**src/rtl/sg_pkg.sv**
```systemverilog
package sg_pkg;

  typedef enum logic [2:0] {
    DC_NONE    = 3'd0,
    DC_LOCKOUT = 3'd1,
    DC_BUSY    = 3'd2,
    DC_ACCEL   = 3'd3,
    DC_WPIN    = 3'd4,
    DC_STORED  = 3'd5
  } deny_code_e;

  localparam int unsigned BOOT_PER_END = 2;

  // True for the boot sectors at either end of an array of n sectors.
  function automatic logic is_boot_edge(input int unsigned idx, input int unsigned n);
    return (idx < BOOT_PER_END) || (idx + BOOT_PER_END >= n);
  endfunction

  function automatic logic in_array(input int unsigned idx, input int unsigned n);
    return idx < n;
  endfunction

endpackage

```
**src/rtl/sg_wp_capture.sv**
```systemverilog
module sg_wp_capture (
  input  logic clk,
  input  logic rst_n,
  input  logic seq_active,
  input  logic wp_n,
  output logic seq_first,
  output logic wp_eff
);
  logic seq_q;
  logic wp_q;

  assign seq_first = seq_active & ~seq_q;

  always_ff @(posedge clk or negedge rst_n) begin
    if (!rst_n) begin
      seq_q <= 1'b0;
      wp_q  <= 1'b1;
    end else begin
      seq_q <= seq_active;
      if (seq_first) wp_q <= wp_n;
    end
  end

  always_comb begin
    if (seq_first)       wp_eff = wp_n;
    else if (seq_active) wp_eff = wp_q;
    else                 wp_eff = wp_n;
  end
endmodule

```
**src/rtl/sg_supply_guard.sv**
```systemverilog
module sg_supply_guard (
  input  logic clk,
  input  logic rst_n,
  input  logic lockout,
  output logic write_block
);
  logic lo_q;

  // Reset value 1 keeps writes blocked in the first cycle after reset.
  always_ff @(posedge clk or negedge rst_n) begin
    if (!rst_n) lo_q <= 1'b1;
    else        lo_q <= lockout;
  end

  assign write_block = lockout | lo_q;
endmodule

```
**src/rtl/sg_policy.sv**
```systemverilog
module sg_policy #(
  parameter int unsigned NUM_SECTORS = 16,
  localparam int unsigned SEC_W = (NUM_SECTORS > 1) ? $clog2(NUM_SECTORS) : 1
) (
  input  logic [SEC_W-1:0]       req_sector,
  input  logic [NUM_SECTORS-1:0] sect_prot,
  input  logic                   acc_n,
  input  logic                   wp_eff,
  input  logic                   write_block,
  input  logic                   op_busy,
  output sg_pkg::deny_code_e     code
);
  import sg_pkg::*;

  logic boot_hit;
  logic stored_hit;
  logic valid_idx;

  assign valid_idx  = in_array(32'(req_sector), NUM_SECTORS);
  assign boot_hit   = is_boot_edge(32'(req_sector), NUM_SECTORS);
  assign stored_hit = valid_idx ? sect_prot[req_sector] : 1'b1;

  always_comb begin
    code = DC_NONE;
    if (write_block)            code = DC_LOCKOUT;
    else if (op_busy)           code = DC_BUSY;
    else if (!acc_n)            code = DC_ACCEL;
    else if (!wp_eff && boot_hit) code = DC_WPIN;
    else if (stored_hit)        code = DC_STORED;
  end
endmodule

```
**src/rtl/sg_op_track.sv**
```systemverilog
module sg_op_track (
  input  logic clk,
  input  logic rst_n,
  input  logic grant,
  input  logic op_done,
  input  logic lockout,
  output logic op_busy,
  output logic abort_pulse
);
  logic busy_q;
  logic abort_q;

  always_ff @(posedge clk or negedge rst_n) begin
    if (!rst_n) begin
      busy_q  <= 1'b0;
      abort_q <= 1'b0;
    end else begin
      abort_q <= busy_q & lockout;
      if (lockout)      busy_q <= 1'b0;
      else if (grant)   busy_q <= 1'b1;
      else if (op_done) busy_q <= 1'b0;
    end
  end

  assign op_busy     = busy_q;
  assign abort_pulse = abort_q;
endmodule

```
**src/rtl/sector_guard.sv**
```systemverilog
module sector_guard #(
  parameter int unsigned NUM_SECTORS = 16,
  parameter int unsigned LOCK_W      = 4,
  parameter int unsigned WORD_W      = 16,
  localparam int unsigned SEC_W = (NUM_SECTORS > 1) ? $clog2(NUM_SECTORS) : 1
) (
  input  logic                   clk,
  input  logic                   rst_n,
  input  logic                   seq_active,
  input  logic                   req_valid,
  input  logic [SEC_W-1:0]       req_sector,
  input  logic                   wp_n,
  input  logic                   acc_n,
  input  logic                   lockout,
  input  logic [NUM_SECTORS-1:0] sect_prot,
  input  logic [LOCK_W-1:0]      lock_reg,
  input  logic                   op_done,
  output logic                   grant,
  output logic                   deny_pulse,
  output logic [2:0]             deny_code,
  output logic                   op_busy,
  output logic                   abort_pulse,
  output logic                   read_mode,
  output logic [WORD_W-1:0]      lock_word
);
  import sg_pkg::*;

  logic       seq_first;
  logic       wp_eff;
  logic       write_block;
  deny_code_e rule_code;
  logic       refused;
  logic       deny_q;
  logic [2:0] code_q;

  sg_wp_capture u_wp (
    .clk       (clk),
    .rst_n     (rst_n),
    .seq_active(seq_active),
    .wp_n      (wp_n),
    .seq_first (seq_first),
    .wp_eff    (wp_eff)
  );

  sg_supply_guard u_supply (
    .clk        (clk),
    .rst_n      (rst_n),
    .lockout    (lockout),
    .write_block(write_block)
  );

  sg_policy #(.NUM_SECTORS(NUM_SECTORS)) u_policy (
    .req_sector (req_sector),
    .sect_prot  (sect_prot),
    .acc_n      (acc_n),
    .wp_eff     (wp_eff),
    .write_block(write_block),
    .op_busy    (op_busy),
    .code       (rule_code)
  );

  sg_op_track u_op (
    .clk        (clk),
    .rst_n      (rst_n),
    .grant      (grant),
    .op_done    (op_done),
    .lockout    (lockout),
    .op_busy    (op_busy),
    .abort_pulse(abort_pulse)
  );

  assign grant   = req_valid & (rule_code == DC_NONE);
  assign refused = req_valid & ~grant;

  always_ff @(posedge clk or negedge rst_n) begin
    if (!rst_n) begin
      deny_q <= 1'b0;
      code_q <= 3'd0;
    end else begin
      deny_q <= refused;
      code_q <= refused ? 3'(rule_code) : 3'd0;
    end
  end

  assign deny_pulse = deny_q;
  assign deny_code  = code_q;
  assign read_mode  = ~op_busy;

  // Lock bits in the low positions, the rest of the word reads as ones.
  for (genvar g = 0; g < int'(WORD_W); g++) begin : g_word
    if (g < int'(LOCK_W)) begin : g_bit
      assign lock_word[g] = lock_reg[g];
    end else begin : g_one
      assign lock_word[g] = 1'b1;
    end
  end
endmodule

```
**config.mk**
```make
export PLATFORM = sky130hd
export DESIGN_NAME = sector_guard
export DESIGN_NICKNAME = d
export VERILOG_FILES = /design/src/rtl/sg_pkg.sv /design/src/rtl/sg_wp_capture.sv /design/src/rtl/sg_supply_guard.sv /design/src/rtl/sg_policy.sv /design/src/rtl/sg_op_track.sv /design/src/rtl/sector_guard.sv
export SDC_FILE = /design/constraint.sdc
export NUM_CORES = 1
export LEC_CHECK = 0
export BUFFER_PORTS_ARGS = -buffer_cell sky130_fd_sc_hd__buf_2
export CAP_MARGIN = 20
export CORE_ASPECT_RATIO = 1.2
export CORE_MARGIN = 2
export CORE_UTILIZATION = 30
export DETAILED_ROUTE_END_ITERATION = 12
export SLEW_MARGIN = 40
export SYNTH_ARGS = -nofsm -noshare
export SYNTH_HDL_FRONTEND = slang
export SYNTH_SLANG_ARGS = --single-unit
```
**constraint.sdc**
```tcl
create_clock -name clk -period 1.8 [get_ports clk]
set_input_delay 0.09 -clock clk [delete_from_list [all_inputs] [get_ports clk]]
set_output_delay 0.09 -clock clk [all_outputs]
set_load 0.05 [all_outputs]
```
# Word-level counts from Yosys, hierarchy flattened
# Cells that the tools add are included.
[totals]
register_bits = 9
in_bits = 32
out_inout_bits = 24
elab_cells = 37
[classes]
add_sub_neg = 1
order_cmp = 3
muxes = 13
n_bitwise = 8
n_reduce_logical = 5
[ops]
columns = ["cell", "n"]
rows = [
  ["$ge 32x5->1 const B", 1],
  ["$mux 3", 6],
  ["$mux 1", 6],
  ["$add 4x2->5 const B", 1],
  ["$lt 4x5->1 const B", 1],
  ["$and 1x1->1", 4],
  ["$bmux 1 s4", 1],
  ["$lt 4x2->1 const B", 1],
  ["$logic_not 3->1", 1],
  ["$not 1->1", 3],
  ["$reduce_bool 3->1", 1],
  ["$logic_and 1x1->1", 1],
  ["$logic_not 1->1", 1],
  ["$logic_or 1x1->1", 1],
  ["$or 1x1->1", 1],
]

# Logic depth before layout (Yosys ltp)
[logic_depth]
ltp_word = 14
ltp_mapped = 6
depth_no_buf = 5

# Cells and area by module
# From an unflattened synthesis, not the netlist that was laid out.
[unflattened]
cells_unflattened = 58
hier_area_um2 = 673.1
[by_module_without_submodules]
columns = ["mod", "n_inst", "cells_per_inst", "area_per_inst_um2", "seq_area_each_um2"]
rows = [
  ["sector_guard", 1, 27, 270.3, 100.1],
  ["sg_policy", 1, 17, 196.4, 0.0],
  ["sg_wp_capture", 1, 6, 98.8, 51.3],
  ["sg_op_track", 1, 6, 75.1, 50.0],
  ["sg_supply_guard", 1, 2, 32.5, 26.3],
]

# Least setup slack after synthesis
# No wires, ideal clock.
[synth_timing]
path_type = "flip-flop to output port"
from = "register u_op.busy_q, in the netlist u_op.op_busy"
to = "output port grant"
arrival_ps = 1853
required_time_ps = 1710
setup_slack_ps = -143
stages_incl_launch_ff = 5
n_path_buf = 0
path_cell_list = "dfrtp_1 nor2b_1 nand3_1 or2_2 nor2_1"
[synth_between]
elab_chain_cells = 4
[synth_rtl]
columns = ["item", "line_no", "text"]
rows = [
  ["start: declaration", "sg_op_track.sv:10", "logic busy_q;"],
  ["start signal: assignment", "sg_op_track.sv:15", "busy_q <= 1'b0;"],
  ["start signal: assignment", "sg_op_track.sv:19", "if (lockout) busy_q <= 1'b0;"],
  ["start signal: assignment", "sg_op_track.sv:20", "else if (grant) busy_q <= 1'b1;"],
  ["$mux 3", "sg_policy.sv:26", "else if (op_busy) code = DC_BUSY;"],
  ["$mux 3", "sg_policy.sv:25", "if (write_block) code = DC_LOCKOUT;"],
  ["$logic_not 3->1", "sector_guard.sv:72", "assign grant = req_valid & (rule_code == DC_NONE);"],
  ["$and 1x1->1", "sector_guard.sv:72", ""],
  ["end: declaration", "sector_guard.sv:18", "output logic grant,"],
]
# Every way passes these cells.

# Final worst setup path
[layout_timing]
from = "input port seq_active"
to = "output port grant"
[layout_between]
elab_chain_cells = 10
word_cells_on_any_way = 11
cone_classes = "mux: 6; bitwise: 2; reduce/logical: 3"
[layout_rtl]
columns = ["item", "line_no", "text"]
rows = [
  ["start: declaration", "sector_guard.sv:9", "input logic seq_active,"],
  ["$mux 1 / $and 1x1->1 (equally long branches)", "sg_wp_capture.sv:26, sg_wp_capture.sv:12", ""],
  ["$mux 1 *", "sg_wp_capture.sv:25", "if (seq_first) wp_eff = wp_n;"],
  ["$logic_not 1->1 *", "sg_policy.sv:28", "else if (!wp_eff && boot_hit) code = DC_WPIN;"],
  ["$logic_and 1x1->1 *", "sg_policy.sv:28", ""],
  ["$mux 3 *", "sg_policy.sv:28", ""],
  ["$mux 3 *", "sg_policy.sv:27", "else if (!acc_n) code = DC_ACCEL;"],
  ["$mux 3 *", "sg_policy.sv:26", ""],
  ["$mux 3 *", "sg_policy.sv:25", ""],
  ["$logic_not 3->1 *", "sector_guard.sv:72", ""],
  ["$and 1x1->1 *", "sector_guard.sv:72", ""],
]
# Mark *: on every way between the ends. The rest lies on a longest branch, timed or not.

==> results.py <==
metrics = {
    "synth": {
        "ys_warn_count": 0,
        "syn_avg_cell_area_um2": 9.60,
        "synth_seq_cells": 9,
        "synthCells": 71,
        "synth.distinct_cells": 31,
        "synth_area_leaders": "dfrtp_1 (26%), buf_4 (18%), mux2i_1 (12%)",
        "yosysSeqAreaShare": 0.334,
        "netlist_area_um2": 682,
        "yosys.area.top_type": "dfrtp_1",
        "netlist.area_leader.share": 0.257,
    },
    "power": {
        "switching_share": 0.355,
        "p_switching_w": 0.000201,
        "power_frac_comb": 0.344,
        "p_per_area_nw_per_um2": 650,
        "clkPwrFrac": 0.264,
        "cellLeakagePower_nw": 0.457,
        "p_int_w": 0.000365,
        "irDropWorstVdd_uv": 230,
        "seqPwrFrac": 0.392,
    },
    "layout": {
        "nets": 140,
        "area_delta_synth_final_pct": 27.7,
        "diodes": 0,
        "regArea_um2": 228,
        "fillers": 229,
        "multiInputGateArea_um2": 357,
        "stdcell_count": 137,
        "drive_gt1_frac": 0.449,
    },
    "sta": {
        "rsz0062_at_grt": "no",
        "whs_ps": 23.8,
        "setup_violations": 0,
        "hold_violations": 0,
        "skew_ps": 0.369,
        "period_minus_slack_ps": 1710,
        "finalSetupTns_ps": 0,
        "fmax_ghz": 0.585,
        "drv_slew": 0,
        "fin_crit_sh": 0.950,
    },
    "clocking": {
        "clk_path_buf_depth": 2,
        "cts_sinks": 9,
        "cts_buffers": 3,
        "clkTransAtPathRegs_ps": 60,
        "cts.htree.levels": 1,
        "cts_tree": "yes",
        "clk_latency_ps": 250,
        "postCtsSetupBuffers": 0,
        "cts-root-buf": "clkbuf_4",
    },
    "floorplan": {
        "start_util": 0.326,
        "rows": 18,
        "dieArea_um2": 2670,
        "die_x_um": 47.5,
        "core_area_um2": 2090,
        "ios": 56,
        "die_h_um": 56.2,
    },
    "run_status": {
        "status": "finished clean",
    },
    "detailed_routing": {
        "num_vias": 579,
        "routed_via_density": 4.23,
        "dr.first_iter.drc_count": 9,
        "wl_um": 1270,
        "drt_first_pass_iters": 4,
        "drtAntennaViolNets": 0,
        "drc_errors": 0,
        "wl_per_cell_um": 9.27,
    },
    "global_route": {
        "grt_max_degree": 10,
        "antenna_found_initial": 0,
        "grt_pass1_wl_um": 1970,
        "grt_remaining_overflow": 0,
        "grt_pass1_vias": 477,
        "grt_use_total": 0.0997,
    },
    "setup_path": {
        "cp-start-kind": "input pin",
        "critPathBufInv": 3,
        "arrival_ps": 1620,
        "end_kind": "output pin",
        "cp_slowest_cell": "dlygate4sd3_1",
        "path_cells": "dlygate4sd3_1, buf_2, and3_1, a221oi_1, or2_2, nor2_2, clkbuf_4",
        "crit_required_ps": 1710,
        "critPathTopFamily": "buffers and inverters",
        "path_class": "input pin to output pin",
        "critPathMaxStageDelay_ps": 540,
        "crit_fanout": 4,
    },
    "placed_design": {
        "place_hpwl_um": 1090,
        "post-place-cells": 130,
        "port_buffers": 35,
        "place_congestion": 0.734,
    },
    "worst_hold_path": {
        "hold_path.class": "input pin to flop",
    },
    "run": {
        "maxCapViolCount": 0,
    },
}
==> cell usage after synthesis, drive strengths merged <==
cell type	n
o21ba	1
dfrtp	7
nor2	4
and2	1
inv	2
mux2i	9
nand4	1
a21oi	1
nand3b	2
a22o	1
or2	1
nor3b	1
o32ai	1
o31a	1
buf	18
nand2	5
a221oi	1
o21ai	1
nand3	3
dfstp	2
conb	1
o2111ai	1
and3	1
o311ai	1
nand4b	1
nor2b	1
nand2b	1
mux2	1
==> metrics by stage <==
step	power [W]	util	setup slack, ps	instance area [um^2]
after global routing	0.000603	0.416	16.6	871
final	0.000566	0.416	90.2	871
after detailed placement	0.000416	0.386	320	810
after global placement	0.000413	0.386	344	810
after CTS	0.000576	0.413	51.2	866
after floorplan	0.000407	-	80.8	726
==> path summary, 6_finish.rpt <==
check	startpoint	to	slack (ps)	cells after the start
min reg2reg	u_op.op_busy	u_op.abort_pulse	590	1
max in group asynchronous	rst_n	u_supply.lo_q	1340	2
max	seq_active	grant	90	7
min	op_done	u_op.op_busy	20	2
min in group asynchronous	rst_n	deny_pulse	210	2
max reg2reg	u_wp.seq_q	deny_code[0]	460	5
==> final cells by class <==
| type | count | share of cell area |
|---|---|---|
| Tap cell | 30 | 0.0431 |
| Inverter | 2 | 0.00862 |
| Multi-Input combinational cell | 53 | 0.409 |
| Clock buffer | 4 | 0.0302 |
| Sequential cell | 9 | 0.261 |
| Timing Repair Buffer | 39 | 0.247 |
==> routing by layer <==
layer	track usage	vias up	wire, um
li1	-	295	-
met1	0.132	243	528
met2	0.149	37	569
met3	0.0260	4	155
met4	0.0397	0	17
met5	0	-	0
==> cell usage in the layout, fill, tap and decap left out, types with 2 or more instances in the layout <==
cell type      synthesis  final
dlygate4sd3_1          0      3
clkbuf_4               0      4
dfstp_2                2      2
nor2_1                 4      3
conb_1                 1     12
inv_1                  2      2
nand2_1                5      5
dfrtp_1                7      7
buf_2                  1     34
mux2i_1                8      8
nand3b_1               2      2
nand3_1                3      3
==> flip-flops by register name (all words and copies together) (netlist names) <==
register / count
deny_pulse: 1
u_wp.wp_q: 1
u_supply.lo_q: 1
u_wp.seq_q: 1
u_op.op_busy: 1
u_op.abort_pulse: 1
deny_code: 3
==> kinds of logic (layout without fill, tap and decap cells) <==
group	Yosys count	after routing	synth area share
other	1	12	0.00550
AOI/OAI and AO/OA	9	9	0.123
buffers and inverters	20	45	0.211
muxes	10	10	0.154
DFF	9	9	0.334
and+or+nand+nor	22	22	0.173
==> power groups by stage <==
stage,Clock (W),Combinational (W),Sequential (W)
2_1_floorplan,0,0.000161,0.000246
3_3_place_gp,0,0.000189,0.000225
3_5_place_dp,0,0.000191,0.000225
4_1_cts,0.000159,0.000196,0.000222
5_1_grt,0.000168,0.000211,0.000224
6_report,0.000149,0.000195,0.000222
==> timing repair <==
action	in CTS	in global routing
resized for setup	0	2
endpoints found under the setup margin	0	1
hold buffers	3	0
hold endpoints to repair	11	0
Note: power is estimated with default switching activity, not from simulation.
